**config.mk**
```make
export PLATFORM = sky130hd
export DESIGN_NAME = prio_irq_ctrl
export DESIGN_NICKNAME = d
export VERILOG_FILES = /design/src/rtl/prio_irq_pkg.sv /design/src/rtl/prio_irq_regs.sv /design/src/rtl/prio_irq_pend.sv /design/src/rtl/prio_irq_arb.sv /design/src/rtl/prio_irq_ctrl.sv
export SDC_FILE = /design/constraint.sdc
export NUM_CORES = 1
export LEC_CHECK = 0
export ABC_AREA = 1
export BUFFER_PORTS_ARGS = -buffer_cell sky130_fd_sc_hd__buf_2
export CORE_MARGIN = 8
export CORE_UTILIZATION = 64
export CTS_CLUSTER_SIZE = 8
export DETAILED_ROUTE_END_ITERATION = 7
export PLACE_DENSITY = 0.95
export SYNTH_ARGS = -nofsm -noshare
export SYNTH_HDL_FRONTEND = slang
export SYNTH_SLANG_ARGS = --single-unit
```
**constraint.sdc**
```tcl
create_clock -name clk_i -period 26.8 [get_ports clk_i]
set_input_delay 2.68 -clock clk_i [delete_from_list [all_inputs] [get_ports clk_i]]
set_output_delay 2.68 -clock clk_i [all_outputs]
set_load 0.03 [all_outputs]
```
**src/rtl/prio_irq_pkg.sv**
```systemverilog
package prio_irq_pkg;
  localparam int ADDR_EN    = 0;
  localparam int PRIO_BASE  = 1;
  localparam int FLD_STRIDE = 4;
endpackage

```
**src/rtl/prio_irq_regs.sv**
```systemverilog
module prio_irq_regs
  import prio_irq_pkg::*;
#(
  parameter int N_SRC  = 16,
  parameter int LVL_W  = 3,
  parameter int DATA_W = 16,
  parameter int ADDR_W = 3
) (
  input  logic                     clk_i,
  input  logic                     rst_ni,
  input  logic [ADDR_W-1:0]        addr_i,
  input  logic                     we_i,
  input  logic [DATA_W-1:0]        wdata_i,
  output logic [DATA_W-1:0]        rdata_o,
  output logic [N_SRC-1:0]         en_o,
  output logic [N_SRC*LVL_W-1:0]   lvl_o
);
  localparam int FPR    = DATA_W / FLD_STRIDE;
  localparam int N_PREG = (N_SRC + FPR - 1) / FPR;

  logic [N_SRC-1:0] en_q;
  logic [LVL_W-1:0] lvl_q [N_SRC];

  always_ff @(posedge clk_i or negedge rst_ni) begin
    if (!rst_ni) begin
      en_q <= '0;
      for (int i = 0; i < N_SRC; i++) lvl_q[i] <= '0;
    end else if (we_i) begin
      if (addr_i == ADDR_W'(ADDR_EN)) en_q <= wdata_i[N_SRC-1:0];
      for (int k = 0; k < N_PREG; k++) begin
        if (addr_i == ADDR_W'(PRIO_BASE + k)) begin
          for (int j = 0; j < FPR; j++) begin
            if (k*FPR + j < N_SRC)
              lvl_q[k*FPR + j] <= wdata_i[j*FLD_STRIDE +: LVL_W];
          end
        end
      end
    end
  end

  always_comb begin
    rdata_o = '0;
    if (addr_i == ADDR_W'(ADDR_EN)) rdata_o[N_SRC-1:0] = en_q;
    for (int k = 0; k < N_PREG; k++) begin
      if (addr_i == ADDR_W'(PRIO_BASE + k)) begin
        for (int j = 0; j < FPR; j++) begin
          if (k*FPR + j < N_SRC)
            rdata_o[j*FLD_STRIDE +: LVL_W] = lvl_q[k*FPR + j];
        end
      end
    end
  end

  assign en_o = en_q;
  for (genvar g = 0; g < N_SRC; g++) begin : g_lvl
    assign lvl_o[g*LVL_W +: LVL_W] = lvl_q[g];
  end

  // enable write lands next cycle
  assert_en_write_R2: assert property (@(posedge clk_i) disable iff (!rst_ni)
    (we_i && addr_i == ADDR_W'(ADDR_EN)) |=> (en_o == $past(wdata_i[N_SRC-1:0])));
endmodule

```
**src/rtl/prio_irq_pend.sv**
```systemverilog
module prio_irq_pend #(
  parameter int N_SRC = 16,
  parameter int ID_W  = 4
) (
  input  logic             clk_i,
  input  logic             rst_ni,
  input  logic [N_SRC-1:0] req_i,
  input  logic             ack_i,
  input  logic [ID_W-1:0]  ack_id_i,
  output logic [N_SRC-1:0] pend_o
);
  logic [N_SRC-1:0] pend_q;
  logic [N_SRC-1:0] clr;

  always_comb begin
    clr = '0;
    if (ack_i) clr[ack_id_i] = 1'b1;
  end

  // set has priority over a simultaneous clear
  always_ff @(posedge clk_i or negedge rst_ni) begin
    if (!rst_ni) pend_q <= '0;
    else         pend_q <= (pend_q & ~clr) | req_i;
  end

  assign pend_o = pend_q;

  assert_req_sets_R4: assert property (@(posedge clk_i) disable iff (!rst_ni)
    (|req_i) |=> ((pend_o & $past(req_i)) == $past(req_i)));

  assert_ack_clears_R5: assert property (@(posedge clk_i) disable iff (!rst_ni)
    (ack_i && !req_i[ack_id_i]) |=> !pend_o[$past(ack_id_i)]);
endmodule

```
**src/rtl/prio_irq_arb.sv**
```systemverilog
module prio_irq_arb #(
  parameter int N_SRC = 16,
  parameter int LVL_W = 3,
  parameter int ID_W  = 4
) (
  input  logic [N_SRC-1:0]       cand_i,
  input  logic [N_SRC*LVL_W-1:0] lvl_i,
  output logic                   found_o,
  output logic [ID_W-1:0]        id_o,
  output logic [LVL_W-1:0]       lvl_o
);
  // ascending scan with strict compare keeps the lowest index on ties
  always_comb begin
    found_o = 1'b0;
    id_o    = '0;
    lvl_o   = '0;
    for (int i = 0; i < N_SRC; i++) begin
      if (cand_i[i] && (!found_o || lvl_i[i*LVL_W +: LVL_W] > lvl_o)) begin
        found_o = 1'b1;
        id_o    = ID_W'(i);
        lvl_o   = lvl_i[i*LVL_W +: LVL_W];
      end
    end
  end

  assert_winner_is_cand_R6: assert final (!found_o || cand_i[id_o]);
endmodule

```
**src/rtl/prio_irq_ctrl.sv**
```systemverilog
module prio_irq_ctrl #(
  parameter int N_SRC  = 16,
  parameter int LVL_W  = 3,
  parameter int DATA_W = 16,
  parameter int ADDR_W = 3,
  localparam int ID_W  = $clog2(N_SRC)
) (
  input  logic              clk_i,
  input  logic              rst_ni,
  input  logic [ADDR_W-1:0] bus_addr_i,
  input  logic              bus_we_i,
  input  logic [DATA_W-1:0] bus_wdata_i,
  output logic [DATA_W-1:0] bus_rdata_o,
  input  logic [N_SRC-1:0]  req_i,
  input  logic              ack_i,
  input  logic [ID_W-1:0]   ack_id_i,
  input  logic [LVL_W-1:0]  mask_i,
  output logic              irq_o,
  output logic [ID_W-1:0]   irq_id_o,
  output logic [LVL_W-1:0]  irq_lvl_o
);
  logic [N_SRC-1:0]       en;
  logic [N_SRC*LVL_W-1:0] lvl_flat;
  logic [N_SRC-1:0]       pend;
  logic                   found;
  logic [ID_W-1:0]        win_id;
  logic [LVL_W-1:0]       win_lvl;

  prio_irq_regs #(.N_SRC(N_SRC), .LVL_W(LVL_W), .DATA_W(DATA_W), .ADDR_W(ADDR_W)) u_regs (
    .clk_i, .rst_ni, .addr_i(bus_addr_i), .we_i(bus_we_i), .wdata_i(bus_wdata_i),
    .rdata_o(bus_rdata_o), .en_o(en), .lvl_o(lvl_flat)
  );

  prio_irq_pend #(.N_SRC(N_SRC), .ID_W(ID_W)) u_pend (
    .clk_i, .rst_ni, .req_i, .ack_i, .ack_id_i, .pend_o(pend)
  );

  prio_irq_arb #(.N_SRC(N_SRC), .LVL_W(LVL_W), .ID_W(ID_W)) u_arb (
    .cand_i(pend & en), .lvl_i(lvl_flat), .found_o(found), .id_o(win_id), .lvl_o(win_lvl)
  );

  always_ff @(posedge clk_i or negedge rst_ni) begin
    if (!rst_ni) begin
      irq_o     <= 1'b0;
      irq_id_o  <= '0;
      irq_lvl_o <= '0;
    end else begin
      irq_o     <= found && (win_lvl > mask_i);
      irq_id_o  <= win_id;
      irq_lvl_o <= win_lvl;
    end
  end

  assert_irq_above_mask_R9: assert property (@(posedge clk_i) disable iff (!rst_ni)
    irq_o |-> (irq_lvl_o > $past(mask_i)));

  assert_no_lvl0_irq_R10: assert property (@(posedge clk_i) disable iff (!rst_ni)
    irq_o |-> (irq_lvl_o != '0));

  assert_mask_follow_R11: assert property (@(posedge clk_i) disable iff (!rst_ni)
    (found && win_lvl <= mask_i) |=> !irq_o);
endmodule

```
# Word-level counts from Yosys, hierarchy flattened
# Index checks and enable logic that the tools add are counted.
# word_totals
reg_bits	88
input_bits	46
output_inout_bits	24
elab_cells	167
# op_classes
magnitude_cmp	18
eq_ne	4
mux	67
n_bitwise	4
reduce_logical	53
# ops
op	count
3-bit 2-to-1 mux	36
3-bit > comparator	16
16-bit bitwise AND	2
16-bit 2-to-1 mux	2
4-bit 2-to-1 mux	8
1-bit 2-to-1 mux	18
1-bit logical AND	17
16-bit NOT	1
16-bit bitwise OR	1
1-bit zero test	15
1-bit logical OR	15
2-bit AND reduction	5
3-bit by 2-bit equality test with 1-bit output, second input constant	2
4-bit by 5-bit less-than comparator with 1-bit output, second input constant	1
1-bit demux with 4-bit select	1
4-bit by 1-bit greater-or-equal comparator with 1-bit output, second input constant	1
2-bit 2-to-1 mux	2
3-bit by 1-bit equality test with 1-bit output, second input constant	1
3-bit equality test, second input constant	1
3-bit zero test	1

# Logic depth before layout (Yosys ltp)
# logic_depth
depth_word	64
ltp_mapped	146
mapped_depth_nobuf	146

# Cells and area by module
# A second synthesis with hierarchy kept.
# unflattened
hier_cells	863
area_unflattened_um2	6119.6
# by_module_without_submodules
mod	n_inst	cells_per_inst	area_each_um2	seq_area_each_um2
prio_irq_regs	1	354	2949.1	1601.5
prio_irq_arb	1	357	2031.9	0.0
prio_irq_pend	1	97	734.5	400.4
prio_irq_ctrl	1	55	404.1	200.2

# Worst setup path before layout
# No wires, ideal clock.
# synth_path
path_kind	register to register
from	register u_regs.en_q[0] (netlist: u_regs.en_o[0])
to	register irq_o
setup_time_ns	0.099
arrival_time_ns	15.773
required_ns	26.701
path_slack_ns	10.927
stages_incl_launch_ff	144
path_buffers	0
period_less_slack_ns	15.873
path_cell_list	dfrtp_1 > nand2_2 > nor2_1 > inv_1 > ha_1 > a21oi_1 > nand2_1 > nand2_1 > nand2_2 > nand2_4 > nand2_1 > and2_1 > ha_1 > a21oi_1 > o21ai_1 > nand2_1 > nand2_1 > nand2_2 > [108 not listed] > nand2_4 > nand2_4 > nand2_2 > nand2_1 > ha_1 > a21oi_1 > o21ai_0 > nand2_1 > nand2_1 > nand2_1 > inv_1 > nand2_1 > nand2_1 > ha_1 > nand2_1 > nor2_1 > a211oi_1 > a311oi_1
# synth_via
elab_chain_len	64
word_cells_on_any_way	95
cone_classes	order compare: 16; mux: 32; bitwise: 1; reduce/logical: 46
# synth_lines
element	line	text
start: declaration	prio_irq_regs.sv:21	logic [N_SRC-1:0] en_q;
start signal: assignment	prio_irq_regs.sv:29	if (addr_i == ADDR_W'(ADDR_EN)) en_q <= wdata_i[N_SRC-1:0];
16-bit bitwise AND *	prio_irq_ctrl.sv:39	.cand_i(pend & en), .lvl_i(lvl_flat), .found_o(found), .id_o(win_id), .lvl_o(win_lvl)
3-bit 2-to-1 mux / 1-bit 2-to-1 mux (equally long branches)	prio_irq_arb.sv:18	if (cand_i[i] && (!found_o || lvl_i[i*LVL_W +: LVL_W] > lvl_o)) begin
3-bit > comparator / 1-bit zero test (equally long branches)	prio_irq_arb.sv:18	
1-bit logical OR	prio_irq_arb.sv:18	
1-bit logical AND	prio_irq_arb.sv:18	
3-bit 2-to-1 mux / 1-bit 2-to-1 mux (equally long branches)	prio_irq_arb.sv:18	
3-bit > comparator / 1-bit zero test (equally long branches)	prio_irq_arb.sv:18	
1-bit logical OR	prio_irq_arb.sv:18	
[49 not listed]	-	
3-bit 2-to-1 mux / 1-bit 2-to-1 mux (equally long branches)	prio_irq_arb.sv:18	
3-bit > comparator / 1-bit zero test (equally long branches)	prio_irq_arb.sv:18	
1-bit logical OR	prio_irq_arb.sv:18	
1-bit logical AND	prio_irq_arb.sv:18	
3-bit 2-to-1 mux *	prio_irq_arb.sv:18	
net u_arb.lvl_o[2]	prio_irq_arb.sv:10	output logic [LVL_W-1:0] lvl_o
3-bit > comparator *	prio_irq_ctrl.sv:48	irq_o <= found && (win_lvl > mask_i);
1-bit logical AND *	prio_irq_ctrl.sv:48	
end signal: assignment	prio_irq_ctrl.sv:48	
end: declaration	prio_irq_ctrl.sv:18	output logic irq_o,
# Mark *: on every way through the listed nets, which the timed path passes. The rest lies on a longest branch.
# A chain may end at the register's enable or synchronous reset.

# Final worst setup path
# layout_path
from	register u_pend.pend_q[0] (netlist: u_pend.pend_o[0])
to	register irq_o
# layout_via
elab_chain_len	64
word_cells_on_any_way	95
cone_classes	order compare: 16; mux: 32; bitwise: 1; reduce/logical: 46
# layout_lines
element	line	text
start: declaration	prio_irq_pend.sv:12	logic [N_SRC-1:0] pend_q;
start signal: assignment	prio_irq_pend.sv:23	else pend_q <= (pend_q & ~clr) | req_i;
16-bit bitwise AND *	prio_irq_ctrl.sv:39	
3-bit 2-to-1 mux / 1-bit 2-to-1 mux (equally long branches)	prio_irq_arb.sv:18	
3-bit > comparator / 1-bit zero test (equally long branches)	prio_irq_arb.sv:18	
1-bit logical OR	prio_irq_arb.sv:18	
1-bit logical AND	prio_irq_arb.sv:18	
3-bit 2-to-1 mux / 1-bit 2-to-1 mux (equally long branches)	prio_irq_arb.sv:18	
3-bit > comparator / 1-bit zero test (equally long branches)	prio_irq_arb.sv:18	
1-bit logical OR	prio_irq_arb.sv:18	
[49 not listed]	-	
3-bit 2-to-1 mux / 1-bit 2-to-1 mux (equally long branches)	prio_irq_arb.sv:18	
3-bit > comparator / 1-bit zero test (equally long branches)	prio_irq_arb.sv:18	
1-bit logical OR	prio_irq_arb.sv:18	
1-bit logical AND	prio_irq_arb.sv:18	
3-bit 2-to-1 mux *	prio_irq_arb.sv:18	
net u_arb.lvl_o[2]	prio_irq_arb.sv:10	
3-bit > comparator *	prio_irq_ctrl.sv:48	
1-bit logical AND *	prio_irq_ctrl.sv:48	
# Marked as above.

==> flow_metrics.tcl <==
set metrics [dict create \
    status "finished, final reports clean" \
    ys_warn_count 0 \
    post_cts_resized 0 \
    synthCells 794 \
    ff_latch_area_um2 2200 \
    synth_seq_cells 88 \
    setup_violations 0 \
    first_iter_violations 753 \
    rows 34 \
    viasPerCell 5.90 \
    htreeDepth 3 \
    synth_fp_nets 879 \
    rsz0062_at_grt "no" \
    postCtsSetupRepairBufs 0 \
    skew_ps 17.9 \
    synth-edff-count 0 \
    required_ps 27080 \
    drc_errors 0 \
    timing.final.crit_share_pct 68.7 \
    slowest_delay_ps 390 \
    cts_root_buf "clkbuf_8" \
    core_area_um2 8760 \
    cp-end-kind "register" \
    num_antenna_cells 0 \
    die_x_um 111 \
    grt_max_degree 73 \
    fin_tns_setup_ps 0 \
    max_freq_mhz 54.3 \
    clk_latency_ps 370 \
    area_growth_pct 11.7 \
    synthTopCellsByArea "dfrtp_1, nand2_1, o21ai_0" \
    cts_buffers 9 \
    slew_violations 0 \
    post-route-min-period_ps 18410 \
    cts_tree "yes" \
    multi_input_area_um2 3090 \
    arrival_ps 18690 \
    drt-total-wl_um 16700 \
    firstDrtPassIters 6 \
    initial_core_util_pct 66.0 \
    ioPinCount 70 \
    die_h_um 111 \
    drt.antenna.violating_nets 0 \
    cts_max_path_buffers 2 \
    cp_common_cell "nand2_1" \
    grt_pass1_wl_um 26900 \
    min_path_type "reg -> reg" \
    place_congestion 0.970 \
    synth-main-ff-cell "dfrtp_1" \
    synthDistinctLibCells 29 \
    grt_pass1_vias 5601 \
    yosys.area.top_type "dfrtp_1" \
    dp_slack_ps 8600 \
    hold_viol_final 0 \
    max-slew-margin-rel_pct 35.5 \
    start_kind "register" \
    drive_above_1_share_pct 15.9 \
    cpMaxStageDelayCell "dfrtp_1" \
    synth_most_common_cell "nand2_1" \
    clock-sinks 88 \
    vias 5763 \
    port_buffers 69 \
    clk_pin_slew_ps 100 \
    whs_ps 493 \
    nets 948 \
    maxCapViolCount 0 \
    synth_common_cells "nand2_1, o21ai_0, inv_1" \
    crit_type "reg -> reg" \
    antenna_found_initial 0 \
    n_fill_cell 641 \
    worstMarginPinSlew_ps 966 \
    seq_area_frac_synth_pct 38.0 \
    wl_per_cell_um 17.1 \
    dieArea_um2 12300 \
    ys_async_sr_fraction_pct 100 \
    critical_path.max_fanout 8 \
    syn-cell-area_um2 5790 \
    track_usage_pct 26.6 \
    syn_area_per_cell_um2 7.29 \
    postCtsHoldBufs 0 \
    grt_overflow 0 \
    fin_ws_ps 8390 \
    hpwlAfterDp_um 12600 \
    synth_top_area_share_pct 38.0 \
]
==> area by class of cell <==
class	count	share of cell area (%)
Inverter	119	6.91
Sequential cell	88	34.1
Clock buffer	11	2.19
Tap cell	108	2.09
Timing Repair Buffer	72	5.73
Multi-Input combinational cell	573	47.8
Clock inverter	5	1.24
==> worst paths after layout <==
path,from,to,slack [ps],cells after the start
setup reg to reg,u_pend.pend_o[0]$_DFF_PN0_,irq_o$_DFF_PN0_,8390,141
hold reg to reg,u_regs.lvl_o[12]$_DFFE_PN0P_,u_regs.lvl_o[12]$_DFFE_PN0P_,490,2
min in group asynchronous,rst_ni,irq_lvl_o[0]$_DFF_PN0_,2160,1
max in group asynchronous,rst_ni,u_regs.lvl_o[1]$_DFFE_PN0P_,23500,2
hold / removal,u_regs.lvl_o[12]$_DFFE_PN0P_,u_regs.lvl_o[12]$_DFFE_PN0P_,490,2
setup / recovery,u_pend.pend_o[0]$_DFF_PN0_,irq_o$_DFF_PN0_,8390,141
==> flip-flops by register name, indices dropped and copies added, names as in the netlist <==
name,count
u_regs.lvl_o,48
u_pend.pend_o,16
irq_id_o,4
irq_o,1
u_regs.en_o,16
irq_lvl_o,3
==> cell usage in the layout (no fill, tap or decap) <==
cell	instances
nand2_1	232
o21ai_0	121
inv_1	118
dfrtp_1	88
buf_2	68
nor2_1	44
ha_1	39
nand3_1	38
nand2_2	21
nand2_4	15
a21oi_1	12
a221oi_1	12
nand3_2	12
clkbuf_8	10
o211ai_1	5
buf_4	4
and2_1	3
o21ai_1	3
nor3_1	3
a31oi_1	3
a21o_1	2
clkinvlp_4	2
bufinv_16	2
o2111ai_1	1
a211oi_1	1
a311oi_1	1
nor2_2	1
inv_2	1
a32oi_1	1
nor4_1	1
o22ai_1	1
o21ai_2	1
clkinv_2	1
clkbuf_1	1
==> worst max-delay path: cells and delay by family, from the launching register on <==
kind | cells | cell delay, ps
buffers and inverters | 16 | 1090
AND/OR/NAND/NOR | 72 | 6190
flip-flops | 1 | 390
AO/OA/AOI/OAI | 37 | 5700
adder cells (fa/ha/maj) | 16 | 4900
==> stage by stage <==
step                std cells  utilization [%]  instance area, um2
floorplan                 794                -                5790
global placement          960             71.2                6240
global route              976             73.7                6460
detailed placement        960             71.2                6240
CTS                       976             73.7                6460
finish                    976             73.7                6460
==> routing by layer <==
metal  GRT usage, %  vias to the layer above  share of wire, %  routed length, um
met5              0                        -                 0                  0
li1               -                     2705                 -                  -
met3           7.52                       99                11               1810
met1           31.6                     2586                38               6360
met2           43.4                      373                45               7580
met4           12.4                        0               5.5                908
==> cells by family after synthesis <==
family                   Yosys count  share of synthesized area (%)
adder cells (fa/ha/maj)           39                           8.43
buffers and inverters            133                           8.63
AND/OR/NAND/NOR                  370                           29.2
AO/OA/AOI/OAI                    164                           15.7
flip-flops                        88                           38.0
Power is left out: the tool's default activity adds up to more than one toggle a clock period on the data nets, which glitch-free logic cannot reach.
